## config.mk

```make
export PLATFORM = sky130hd
export DESIGN_NAME = pcpwm_timer
export DESIGN_NICKNAME = d
export VERILOG_FILES = /design/src/rtl/ptm_pkg.sv /design/src/rtl/ptm_prescale.sv /design/src/rtl/ptm_counter.sv /design/src/rtl/ptm_channel.sv /design/src/rtl/ptm_flags.sv /design/src/rtl/pcpwm_timer.sv
export SDC_FILE = /design/constraint.sdc
export NUM_CORES = 1
export LEC_CHECK = 0
export ABC_AREA = 1
export ABC_CLOCK_PERIOD_IN_PS = 8100
export BUFFER_PORTS_ARGS = -buffer_cell sky130_fd_sc_hd__buf_2
export CAP_MARGIN = 25
export CORE_MARGIN = 8
export CORE_UTILIZATION = 40
export CTS_BUF_LIST = sky130_fd_sc_hd__clkbuf_8
export DETAILED_ROUTE_END_ITERATION = 16
export PLACE_DENSITY_LB_ADDON = 0.1
export SYNTH_ARGS = -nofsm -noshare
export SYNTH_HDL_FRONTEND = slang
export SYNTH_HIERARCHICAL = 1
export SYNTH_SLANG_ARGS = --single-unit
```

## constraint.sdc

```tcl
create_clock -name clk -period 8.1 [get_ports clk]
set_clock_uncertainty 0.1 [all_clocks]
set_input_delay 2.43 -clock clk [delete_from_list [all_inputs] [get_ports clk]]
set_output_delay 2.43 -clock clk [all_outputs]
set_load 0.01 [all_outputs]
```

## src/rtl/ptm_pkg.sv

```systemverilog
package ptm_pkg;
  typedef enum logic [1:0] {
    PIN_OFF   = 2'd0,
    PIN_OFF_1 = 2'd1,
    PIN_NONINV = 2'd2,
    PIN_INV   = 2'd3
  } pin_mode_e;

  localparam int unsigned FLG_OVF = 0;
  localparam int unsigned FLG_CA  = 1;
  localparam int unsigned FLG_CB  = 2;
  localparam int unsigned NFLG    = 3;
  localparam int unsigned NCH     = 2;

  // log2 of the divide ratio for each clk_sel code; code 0 is unused (stopped)
  function automatic int unsigned tap_log2(input logic [2:0] sel);
    case (sel)
      3'd1:    return 0;
      3'd2:    return 3;
      3'd3:    return 5;
      3'd4:    return 6;
      3'd5:    return 7;
      3'd6:    return 8;
      default: return 10;
    endcase
  endfunction
endpackage

```

## src/rtl/ptm_prescale.sv

```systemverilog
module ptm_prescale #(
  parameter int unsigned PW = 10
) (
  input  logic       clk,
  input  logic       rst_n,
  input  logic [2:0] sel,
  output logic       tick
);
  import ptm_pkg::*;

  logic [PW-1:0] div_q;
  logic [PW-1:0] mask;

  always_comb begin
    mask = '0;
    for (int b = 0; b < PW; b++) begin
      if (b < int'(tap_log2(sel))) mask[b] = 1'b1;
    end
  end

  assign tick = (sel != 3'd0) && ((div_q & mask) == mask);

  always_ff @(posedge clk) begin
    if (!rst_n)              div_q <= '0;
    else if (sel != 3'd0)    div_q <= div_q + 1'b1;
  end
endmodule

```

## src/rtl/ptm_counter.sv

```systemverilog
module ptm_counter #(
  parameter int unsigned CW = 8
) (
  input  logic          clk,
  input  logic          rst_n,
  input  logic          tick,
  input  logic          top_from_a,
  input  logic [CW-1:0] top_alt,
  output logic [CW-1:0] cnt,
  output logic          up,
  output logic          at_top
);
  localparam logic [CW-1:0] MAXV = {CW{1'b1}};

  logic [CW-1:0] top;

  assign top    = top_from_a ? top_alt : MAXV;
  assign at_top = up && (cnt >= top);

  always_ff @(posedge clk) begin
    if (!rst_n) begin
      cnt <= '0;
      up  <= 1'b1;
    end else if (tick) begin
      if (at_top) begin
        up  <= 1'b0;
        cnt <= (cnt == '0) ? '0 : cnt - 1'b1;
      end else if (!up && cnt == '0) begin
        up  <= 1'b1;
        cnt <= (top == '0) ? '0 : CW'(1);
      end else if (up) begin
        cnt <= cnt + 1'b1;
      end else begin
        cnt <= cnt - 1'b1;
      end
    end
  end
endmodule

```

## src/rtl/ptm_channel.sv

```systemverilog
module ptm_channel #(
  parameter int unsigned CW = 8
) (
  input  logic          clk,
  input  logic          rst_n,
  input  logic          tick,
  input  logic [CW-1:0] cnt,
  input  logic          up,
  input  logic          load,
  input  logic          wr,
  input  logic [CW-1:0] wdata,
  input  logic [1:0]    mode,
  output logic [CW-1:0] act,
  output logic          match,
  output logic          pin
);
  import ptm_pkg::*;
  localparam logic [CW-1:0] MAXV = {CW{1'b1}};

  logic [CW-1:0] hold_q;
  logic          wave_q;

  assign match = tick && (cnt == act);

  always_ff @(posedge clk) begin
    if (!rst_n) begin
      hold_q <= '0;
      act    <= '0;
      wave_q <= 1'b0;
    end else begin
      if (wr) hold_q <= wdata;
      if (tick && load) act <= hold_q;
      if (tick) begin
        if (act == '0)        wave_q <= 1'b0;
        else if (act == MAXV) wave_q <= 1'b1;
        else if (cnt == '0)   wave_q <= 1'b1;
        else if (cnt == act)  wave_q <= ~up;
      end
    end
  end

  always_comb begin
    case (pin_mode_e'(mode))
      PIN_NONINV: pin = wave_q;
      PIN_INV:    pin = ~wave_q;
      default:    pin = 1'b0;
    endcase
  end
endmodule

```

## src/rtl/ptm_flags.sv

```systemverilog
module ptm_flags #(
  parameter int unsigned N = 3
) (
  input  logic         clk,
  input  logic         rst_n,
  input  logic [N-1:0] set,
  input  logic         clr_we,
  input  logic [N-1:0] clr_mask,
  input  logic [N-1:0] ack,
  input  logic [N-1:0] en,
  output logic [N-1:0] flags,
  output logic [N-1:0] irq
);
  logic [N-1:0] clr;

  assign clr = (clr_we ? clr_mask : '0) | ack;

  for (genvar i = 0; i < N; i++) begin : g_flag
    always_ff @(posedge clk) begin
      if (!rst_n)      flags[i] <= 1'b0;
      else if (set[i]) flags[i] <= 1'b1;
      else if (clr[i]) flags[i] <= 1'b0;
    end
    assign irq[i] = flags[i] & en[i];
  end
endmodule

```

## src/rtl/pcpwm_timer.sv

```systemverilog
module pcpwm_timer #(
  parameter int unsigned CW = 8,
  parameter int unsigned PW = 10
) (
  input  logic          clk,
  input  logic          rst_n,
  input  logic [2:0]    clk_sel,
  input  logic          top_from_a,
  input  logic          ocr_a_we,
  input  logic          ocr_b_we,
  input  logic [CW-1:0] ocr_wdata,
  input  logic [1:0]    out_mode_a,
  input  logic [1:0]    out_mode_b,
  input  logic          flag_clr_we,
  input  logic [2:0]    flag_clr_mask,
  input  logic [2:0]    irq_enable,
  input  logic [2:0]    irq_ack,
  output logic          pwm_a,
  output logic          pwm_b,
  output logic          flag_ovf,
  output logic          flag_cmp_a,
  output logic          flag_cmp_b,
  output logic [2:0]    irq_req
);
  import ptm_pkg::*;

  logic                tick;
  logic [CW-1:0]       cnt_q;
  logic                cnt_up;
  logic                at_top;
  logic [CW-1:0]       act_a_w;
  logic [NCH-1:0]      ch_wr;
  logic [NCH-1:0]      ch_match;
  logic [NCH-1:0]      ch_pin;
  logic [1:0]          ch_mode [NCH];
  logic [CW-1:0]       ch_act  [NCH];
  logic [NFLG-1:0]     flg_set;
  logic [NFLG-1:0]     flg_q;

  assign ch_wr      = {ocr_b_we, ocr_a_we};
  assign ch_mode[0] = out_mode_a;
  assign ch_mode[1] = out_mode_b;
  assign act_a_w    = ch_act[0];

  ptm_prescale #(.PW(PW)) u_presc (
    .clk  (clk),
    .rst_n(rst_n),
    .sel  (clk_sel),
    .tick (tick)
  );

  ptm_counter #(.CW(CW)) u_cnt (
    .clk       (clk),
    .rst_n     (rst_n),
    .tick      (tick),
    .top_from_a(top_from_a),
    .top_alt   (act_a_w),
    .cnt       (cnt_q),
    .up        (cnt_up),
    .at_top    (at_top)
  );

  for (genvar c = 0; c < NCH; c++) begin : g_ch
    ptm_channel #(.CW(CW)) u_ch (
      .clk  (clk),
      .rst_n(rst_n),
      .tick (tick),
      .cnt  (cnt_q),
      .up   (cnt_up),
      .load (at_top),
      .wr   (ch_wr[c]),
      .wdata(ocr_wdata),
      .mode (ch_mode[c]),
      .act  (ch_act[c]),
      .match(ch_match[c]),
      .pin  (ch_pin[c])
    );
  end

  assign flg_set[FLG_OVF] = tick && (cnt_q == '0);
  assign flg_set[FLG_CA]  = ch_match[0];
  assign flg_set[FLG_CB]  = ch_match[1];

  ptm_flags #(.N(NFLG)) u_flg (
    .clk     (clk),
    .rst_n   (rst_n),
    .set     (flg_set),
    .clr_we  (flag_clr_we),
    .clr_mask(flag_clr_mask),
    .ack     (irq_ack),
    .en      (irq_enable),
    .flags   (flg_q),
    .irq     (irq_req)
  );

  assign pwm_a      = ch_pin[0];
  assign pwm_b      = ch_pin[1];
  assign flag_ovf   = flg_q[FLG_OVF];
  assign flag_cmp_a = flg_q[FLG_CA];
  assign flag_cmp_b = flg_q[FLG_CB];
endmodule

```

==> run metrics, run 1 <==
worst setup path startpoint=out_mode_a[0]; Post-Syn Instances=592; clock sink count=56; clk_lat worst skew=320 ps; clock network power share=0.300; most frequent cells in the layout=nand2_1 (147), nor2_1 (97), inv_1 (72), dfxtp_1 (56), o21ai_0 (48); initial core utilization=0.405; residual DRC count=0; Switch Pwr=0.000176 W; status=complete, no violations; CTS resizes=0; Routed WL=9220 um; Starting DRT DRC Count=198; vias in the first global route=3,470; CP max stage cell=o21ai_0; Via-to-Cell Ratio=4.89; TNS Setup=0 ps; final-report max-slew violation count=0; Die X=112 um; core area=0.00911 mm^2; mux cell area share after synthesis=0; syn avg cell area=6.24 um^2; Root Driver=clkbuf_8; Max-Cap Viols=0; Ports=38; worst vdd ir=90.6 uV; Reg clk slew, reported paths=100 ps; Critical Path RT=5570 ps; adder-cell share of the synthesized area=0.0407; Final Hold Fails=0; Critical Path AT=2860 ps; initial antenna violation count=0; DIE AREA=0.0126 mm^2; Detail Route Antenna Nets=0; gr usage total=0.149; port bufs=37; Peak Freq=186 MHz; Reg power frac=0.527; Site Rows=35; flops & latches, synth=56; Multi-input gate area=0.00217 mm^2; Yosys top cell by area=dfxtp_1; crit path time final=5390 ps; syn nets=634; Final Cycle Share=0.665; slew at the pin with the worst max-slew slack=819 ps; Power Density=140 mW/mm^2; Detailed Routing Iterations Pass 1=4; H-tree depth=2; cts bufs inserted=5; count of cell types in the netlist=36; Gate power share=0.173; Hold Path Class=flip-flop to flip-flop; most used cell along the critical path=buf_2; Critical Path End Type=primary output; drt wl/cell=12.5 um; final instance area=0.00405 mm^2; Die Span Y=112 um; commonest non-fill, non-tap cell in the layout=nand2_1; clock buffer depth=2; cell internal pwr=0.000389 W; Sequential Area=0.00112 mm^2; first-pass GRT wire length=15,800 um; sequential element share of the synthesized area=0.304; Min-Delay Startpoint=u_presc/div_q[3]; compound-gate portion of the synthesized area=0.131; Layout fillers=993; post-synthesis xor/xnor area fraction=0.0237; HPWL after DPL=6610 um; Slew HR=0.453; critical path type=input port to primary output; crit path max fanout=2; number of post-CTS setup repair buffers=0; Final setup viols=0; Synth Cell Area=0.00369 mm^2; RD Place Congestion=0.833; Leak=2.00 nW; largest family of logic cells by synthesized area=simple AND/OR/NAND/NOR gates; CTS tree=done; Synth Area in Simple Gates=0.392; DR vias=3,612; Hold Buf Count CTS=0; Area Overhead vs Synth=9.62%; startpoint types=input port; Total Power=0.000565 W; Synth top area share=0.304; fin nets=669; max incr delay on CP=140 ps; unrepaired setup endpoints after global routing=no; CP cell instances=buf_2 -> o21ai_0 -> a21oi_1 -> buf_2; switching portion of total power=0.312; Synth Warn #=6; total grt overflow=0; n_diodes=0; largest net degree at the start of global routing=52; placed cell areas=0.00395 mm^2; worst r2r src=u_cnt/cnt[0]; top cells by area, synth=dfxtp_1 (30%), nand2_1 (15%), nor2_1 (9.9%), inv_1 (7.3%), o21ai_0 (6.5%); share of cells above drive strength 1=0.150
[path summary, 6_finish.rpt]
check | cells after the start | to | slack (ps)
max reg2reg | 15 | g_ch[0].u_ch/act[0] | 5110
max | 4 | pwm_a | 2710
min reg2reg | 2 | u_presc/div_q[3] | 390
min | 2 | u_presc/div_q[3] | 390
[state kept, by name (all words and copies together) (netlist names)]
name              cells
g_ch.u_ch/hold_q     16
u_cnt/up              1
u_presc/div_q        10
g_ch.u_ch/wave_q      2
u_cnt/cnt             8
g_ch.u_ch/act        16
u_flg/flags           3
[synth_stat cells]
library cell  count
nand2_1         147
nor2_1           97
inv_1            72
dfxtp_1          56
o21ai_0          48
nand3_1          39
a21oi_1          36
inv_2            13
ha_1             12
nand2_2          10
nor2_2            8
xor2_1            7
nand3_2           5
nand4_1           5
nor2_4            4
buf_2             3
buf_6             3
nand2_4           3
xnor2_1           3
and2_0            2
buf_4             2
clkbuf_4          2
o211ai_1          2
a21o_1            1
a21oi_2           1
and3_1            1
clkinv_2          1
nand3b_1          1
nor2_8            1
nor3_1            1
nor4_1            1
o211ai_2          1
o21a_1            1
o21ai_1           1
o21bai_1          1
or2_2             1
[metal layers]
metal,share of wire,GRT usage,vias up
met5,0,0,-
met4,0.0060,0.0324,0
met3,0.040,0.0199,4
met2,0.47,0.260,59
met1,0.49,0.190,1619
li1,-,-,1930
[critical path, delay by kind of cell]
family / cells / cell delay, ps
compound gates: 2 / 190
buf+inv: 2 / 240
[per-stage QoR]
step / hold slack [ps] / setup WS (ps) / std cells / util
finish: 387 / 2710 / 739 / 0.445
global route: 405 / 2660 / 739 / 0.445
CTS: 387 / 2710 / 739 / 0.445
detailed placement: 371 / 2710 / 731 / 0.433
global placement: 364 / 2710 / 731 / 0.433
floorplan: 347 / 2870 / 592 / -
[cells by family (layout without fill, tap and decap cells)]
kind of cell	count (synthesis)	in the layout
simple gates	326	326
buf+inv	96	132
compound gates	92	92
flops	56	56
fa+ha+maj	12	12
xor+xnor	10	10
[power groups by stage]
stage               combinational (W)  clock [W]  sequential (W)
floorplan                   0.0000749          0        0.000299
global placement            0.0000956          0        0.000304
detailed placement          0.0000975          0        0.000305
CTS                         0.0000979   0.000179        0.000298
global route                 0.000113   0.000189        0.000300
finish                      0.0000976   0.000170        0.000298
[final cells by class]
| type | instances | area share |
|---|---|---|
| clock buffer | 5 | 0.0170 |
| multi-input combinational | 440 | 0.536 |
| tap | 111 | 0.0343 |
| sequential | 56 | 0.277 |
| timing repair buffer | 38 | 0.0476 |
| inverter | 86 | 0.0800 |
| clock inverter | 3 | 0.00834 |
Note: power is estimated with default switching activity, not from simulation.
==> inputs of run 2 (changes only) <==
- ABC_AREA: 1 -> 0
- ABC_CLOCK_PERIOD_IN_PS: 8100 -> 4800
- clock period: 8.1 -> 4.8 ns (I/O delays scaled with it)
==> run 2 against run 1 <==
- cell count decreased by 26%
- sequential share of layout area up 1.6 points
- worst hold slack better by 3.3 ps
- flip-flop and latch count unchanged
- wire length fell by 6.7%
- critical path depth up 7
- critical endpoint is now g_ch[0].u_ch/act[0]
==> run metrics, run 2 <==
Multi-input gate area=0.00222 mm^2 (+2.5%); first-pass GRT wire length=14,700 um (-6.8%); Reg power frac=0.545 (+0.018); largest family of logic cells by synthesized area=simple AND/OR/NAND/NOR gates; Area Overhead vs Synth=9.27%; R2R cell count=9 (-6); HPWL after DPL=6030 um (-8.7%); Slew HR=0.423 (-0.0304); Sequential Area=0.00112 mm^2 (unchanged); Synth top area share=0.320 (+0.0160); mux cell area share after synthesis=0.0631 (+0.0631); initial antenna violation count=0 (unchanged); most common cell in the synthesized netlist=dfxtp_1; port bufs=37 (unchanged); total grt overflow=0 (unchanged); Die X=110 um (-2.2%); unrepaired setup endpoints after global routing=no; Synth Warn #=6 (unchanged); Ports=38 (unchanged); slew at the pin with the worst max-slew slack=864 ps (+45.5 ps); Async S/R FF share, synth=0 (unchanged); most frequent cells in the layout=dfxtp_1 (56), nand2_1 (40), buf_2 (37), nand3_1 (30), nor2b_1 (27); Power Density=241 mW/mm^2 (+72%); DIE AREA=0.0120 mm^2 (-4.3%); initial core utilization=0.408 (+0.00278); cts bufs inserted=5 (unchanged); RD Place Congestion=0.859 (+3.1%); n_diodes=0 (unchanged); Layout Cells excl Fill=548 (-26%); Routed WL=8600 um (-6.7%); syn nets=452 (-29%); fin nets=481 (-28%); vias in the first global route=3,033 (-13%); slack of the critical path=1070 ps (-1640 ps); cell internal pwr=0.000650 W (+67%); Leak=1.49 nW (-26%); critical path type=input port to flip-flop; gr usage total=0.150 (+0.00167); residual DRC count=0 (unchanged); Yosys top cell by area=dfxtp_1; drt wl/cell=15.7 um (+26%); crit path max fanout=18 (+16); H-tree depth=2 (unchanged); Root Driver=clkbuf_8; Critical Path AT=3840 ps (+980 ps); clock network power share=0.291 (-0.009); core area=0.00859 mm^2 (-5.7%); Detail Route Antenna Nets=0 (unchanged); Reg clk slew, reported paths=110 ps (about the same); worst vdd ir=127 uV (+41%); Final setup viols=0 (unchanged); final-report max-slew violation count=0 (unchanged); prevailing post-synth register cell=dfxtp_1; Final Hold Fails=0 (unchanged); Hold Path Stages=2 (unchanged); Layout fillers=879 (-11%); sequential element share of the synthesized area=0.320 (+0.0160); Synth Cell Area=0.00351 mm^2 (-5.0%); post-synthesis xor/xnor area fraction=0.0699 (+0.0462); Via-to-Cell Ratio=5.50 (+12%); largest net degree at the start of global routing=41 (-21%); commonest non-fill, non-tap cell in the layout=dfxtp_1; compound-gate portion of the synthesized area=0.172 (+0.0404); crit path time final=3730 ps; Final Cycle Share=0.778; Starting DRT DRC Count=149 (-25%); DR vias=3,013 (-17%); Hold Buf Count CTS=0 (unchanged); status=complete, no violations; clock buffer depth=2 (unchanged); startpoint types=input port; CTS tree=done; Hold Path Class=flip-flop to flip-flop; count of cell types in the netlist=57 (+58%); Post-synth EDFFs=0 (unchanged); Post-Syn Instances=410 (-31%); top cells by area, synth=dfxtp_1 (32%), mux2i_1 (6.0%), xnor2_1 (5.5%), nor2b_1 (4.8%), ha_1 (4.3%); adder-cell share of the synthesized area=0.0428 (+0.00215); share of cells above drive strength 1=0.157 (+0.00714); largest registers=g_ch.u_ch/act x16, g_ch.u_ch/hold_q x16, u_presc/div_q x10; Synth top cells by count=dfxtp_1 (56), nand2_1 (40), nand3_1 (30); Gate power share=0.163 (-0.010); clock sink count=56 (unchanged); flops & latches, synth=56 (unchanged); Synth Area in Simple Gates=0.287 (-0.105); Detailed Routing Iterations Pass 1=4 (unchanged); Critical Path End Type=flip-flop; Critical Path RT=4900 ps (-670 ps); switching portion of total power=0.295 (-0.0168); CTS resizes=0 (unchanged); Max-Cap Viols=0 (unchanged); syn avg cell area=8.56 um^2 (+37%); pre-CTS setup slack=750 ps (-1950 ps); placed cell areas=0.00374 mm^2 (-5.1%); Peak Freq=268 MHz; Die Span Y=110 um (-2.2%); Switch Pwr=0.000272 W (+54%); TNS Setup=0 ps (unchanged); clk_lat worst skew=320 ps (about the same); number of post-CTS setup repair buffers=0 (unchanged); final instance area=0.00383 mm^2 (-5.3%); placed cells=540 (-26%); Site Rows=34 (-2.9%)
## run 2: cell types whose count changed in the layout (fill, tap and decap cells not counted), sizes merged, moves of 8 or more
cell,previous run,this run
inv,86,16
a21boi,0,19
o21ai,49,13
a21oi,37,9
and2,2,10
xnor2,3,22
nor3,1,11
mux2i,0,21
nand4,5,15
nor2b,0,27
nand3,44,30
nand2,160,40
nor2,110,12
nor4,1,9
## run 2: cell type report
type                    instances  share of cell area
multi-input cells             321               0.580
flip-flops and latches         56               0.292
repair buffers                 40              0.0542
well taps                     108              0.0352
clock buffers                   5              0.0180
inverters                      15              0.0147
clock inverters                 3             0.00522
## run 2: worst max-delay path: stages
cell	delay, ps
buf_2	130
nor2b_1	140
ha_1	310
nand2_1	60
o21ai_1	180
a211o_1	440
nand2_1	140
inv_1	440
nand2_1	320
nand2_1	130
a21boi_0	80
## run 2: final timing paths
kind	start	endpoint	slack [ps]
worst max-delay path	top_from_a	g_ch[0].u_ch/act[0]	1070
worst min-delay path	g_ch[0].u_ch/hold_q[5]	g_ch[0].u_ch/act[5]	390
worst max register to register	u_cnt/cnt[2]	g_ch[0].u_ch/act[0]	1510
worst min register to register	g_ch[0].u_ch/hold_q[5]	g_ch[0].u_ch/act[5]	390
## run 2: stage by stage
stage / hold slack [ps] / total power (W) / utilization
2_1_floorplan: 342 / 0.000617 / -
3_3_place_gp: 371 / 0.000662 / 0.436
3_5_place_dp: 377 / 0.000665 / 0.436
4_1_cts: 397 / 0.000934 / 0.446
5_1_grt: 417 / 0.000976 / 0.446
6_report: 390 / 0.000922 / 0.446
## run 2: logic make-up (layout without fill, tap and decap cells)
kind of cell	Yosys count	count (layout)
muxes	22	22
buffers and inverters	33	63
DFF	56	56
and+or+nand+nor	179	179
adders and majority gates	12	12
xor gates and xnor gates	28	28
AOI/OAI and AO/OA	80	80
## run 2: power by group through the flow
stage	registers (W)	logic (W)	clock network, W
after floorplan	0.000504	0.000112	0
after global placement	0.000513	0.000148	0
after detailed placement	0.000514	0.000151	0
after CTS	0.000504	0.000151	0.000280
after global routing	0.000507	0.000171	0.000298
final	0.000503	0.000151	0.000268
## run 2: routing by layer
metal,track usage,wire length (um),vias up
met5,0,0,-
met4,0.0357,70,0
met3,0.0264,335,7
met2,0.244,3910,60
met1,0.202,4280,1407
li1,-,-,1539
==> inputs of run 3 (changes only) <==
- ABC_CLOCK_PERIOD_IN_PS: 4800 -> 3200
- clock period: 4.8 -> 3.2 ns (I/O delays scaled with it)
==> run 3 against run 2 <==
- clock-buffer cell count unchanged
- wire length increased by 0.21%
- sequential share of layout area fell by 0.73 points
- register-to-register slack got worse by 850 ps
- power up 54%
- utilization is 1.1 points higher
- non-clock buffer count up 12
- sequential power rose by 47%
- die area unchanged
- critical path type unchanged
- critical endpoint is now u_cnt/cnt[7]
- largest cell class unchanged
==> run metrics, run 3 (same netlist as run 2, synthesis figures left out) <==
CP max stage cell=a211o_2; Multi-input gate area=0.00222 mm^2 (unchanged); Sequential Area=0.00112 mm^2 (unchanged); Peak Freq=370 MHz; Buf/Inv on CP=2 (unchanged); Critical Path AT=2850 ps (-990 ps); worst vdd ir=206 uV (+62%); DIE AREA=0.0120 mm^2 (unchanged); Ports=38 (unchanged); Die Span Y=110 um (unchanged); total grt overflow=0 (unchanged); cts bufs inserted=5 (unchanged); clock buffer depth=2 (unchanged); placed cell areas=0.00383 mm^2 (+2.4%); Final Hold Fails=0 (unchanged); Via-to-Cell Ratio=5.49 (-0.23%); slew at the pin with the worst max-slew slack=572 ps (-293 ps); Routed WL=8620 um (+0.21%); Layout fillers=902 (+2.6%); port bufs=37 (unchanged); residual DRC count=0 (unchanged); startpoint types=input port; initial core utilization=0.408 (unchanged); largest net degree at the start of global routing=32 (-22%); WHS=383 ps (-7.20 ps); worst setup path startpoint=top_from_a; crit path time final=2700 ps; unrepaired setup endpoints after global routing=no; largest registers=g_ch.u_ch/act x16, g_ch.u_ch/hold_q x16, u_presc/div_q x10; Leak=1.56 nW (+4.2%); CP cell instances=buf_2 -> nor2b_1 -> ha_1 -> a211oi_2 -> o21ai_1 -> a211o_1 -> buf_4 -> a211o_2 -> o221ai_1; Total Power=0.00142 W (+54%); Hold Path Class=flip-flop to flip-flop; Root Driver=clkbuf_8; crit path max fanout=12 (-6); Detail Route Antenna Nets=0 (unchanged); clk_lat worst skew=320 ps (about the same); Power Density=360 mW/mm^2 (+50%); Min-Delay Startpoint=g_ch[0].u_ch/hold_q[1]; CTS tree=done; RD Place Congestion=0.832 (-3.1%); Critical Path End Type=flip-flop; final instance area=0.00393 mm^2 (+2.5%); max incr delay on CP=330 ps (-110 ps); TNS Setup=0 ps (unchanged); vias in the first global route=2,964 (-2.3%); fin nets=493 (+2.5%); Top Family by Delay on Critical Path=compound AO/OA/AOI/OAI gates; Starting DRT DRC Count=124 (-17%); most frequent cells in the layout=dfxtp_1 (56), nand2_1 (40), buf_2 (37), nand3_1 (30), nor2b_1 (27); Slew HR=0.618 (+0.195); CTS resizes=0 (unchanged); Critical Path RT=3340 ps (-1560 ps); Die X=110 um (unchanged); drt wl/cell=15.4 um (-1.9%); Site Rows=34 (unchanged); worst r2r src=u_cnt/cnt[0]; share of cells above drive strength 1=0.181 (+0.0246); clock sink count=56 (unchanged); Max-Cap Viols=0 (unchanged); DR vias=3,072 (+2.0%); Detailed Routing Iterations Pass 1=4 (unchanged); critical path type=input port to flip-flop; Final setup viols=0 (unchanged); commonest non-fill, non-tap cell in the layout=dfxtp_1; gr usage total=0.148 (-0.00252); initial antenna violation count=0 (unchanged); Hold Buf Count CTS=0 (unchanged); first-pass GRT wire length=14,400 um (-2.2%); number of post-CTS setup repair buffers=0 (unchanged); status=complete, no violations; H-tree depth=2 (unchanged); core area=0.00859 mm^2 (unchanged); Area Overhead vs Synth=12.1%; Reg clk slew, reported paths=110 ps (about the same); n_diodes=0 (unchanged); Final Cycle Share=0.845; final-report max-slew violation count=0 (unchanged); HPWL after DPL=6360 um (+5.4%)
## run 3: cell types whose count changed in the layout (fill, tap and decap cells not counted)
cell   delta
buf_4    +12
inv_1     -1
inv_8     +1
## run 3: worst paths after layout
kind	end	slack (ps)	cells after the start
min reg2reg	g_ch[0].u_ch/act[1]	380	2
max reg2reg	u_cnt/cnt[7]	660	8
max	u_cnt/cnt[7]	500	9
min	g_ch[0].u_ch/act[1]	380	2
## run 3: area by class of cell
| cell class | count | share of cell area |
|---|---|---|
| multi-input combinational | 321 | 0.566 |
| sequential | 56 | 0.285 |
| clock buffer | 5 | 0.0175 |
| inverter | 15 | 0.0143 |
| tap | 108 | 0.0344 |
| clock inverter | 3 | 0.00700 |
| timing repair buffer | 52 | 0.0757 |
## run 3: routing by layer
| layer | vias up | track usage | routed length, um |
|---|---|---|---|
| li1 | 1569 | - | - |
| met1 | 1431 | 0.192 | 4130 |
| met2 | 65 | 0.247 | 3930 |
| met3 | 7 | 0.0287 | 466 |
| met4 | 0 | 0.0347 | 83 |
| met5 | - | 0 | 0 |
## run 3: stage by stage
step                utilization  setup WS [ps]  cells
floorplan                     -            216    410
global placement          0.446            174    552
detailed placement        0.446            190    552
CTS                       0.457            508    560
global route              0.457            303    560
finish                    0.457            496    560
## run 3: worst reg2reg max path, stage by stage, from the launching register on
cell and delay, ps:
dfxtp_1 620, inv_1 220, ha_1 340, nor2b_1 120, o21ai_1 80, a211o_1 320, buf_4 190, a211o_2 330
o221ai_1 160
## run 3: power breakdown
| group | internal [W] | total, W | switching [W] |
|---|---|---|---|
| clock | 0.000162 | 0.000426 | 0.000264 |
| sequential | 0.000718 | 0.000738 | 0.0000197 |
| combinational | 0.000112 | 0.000252 | 0.000140 |
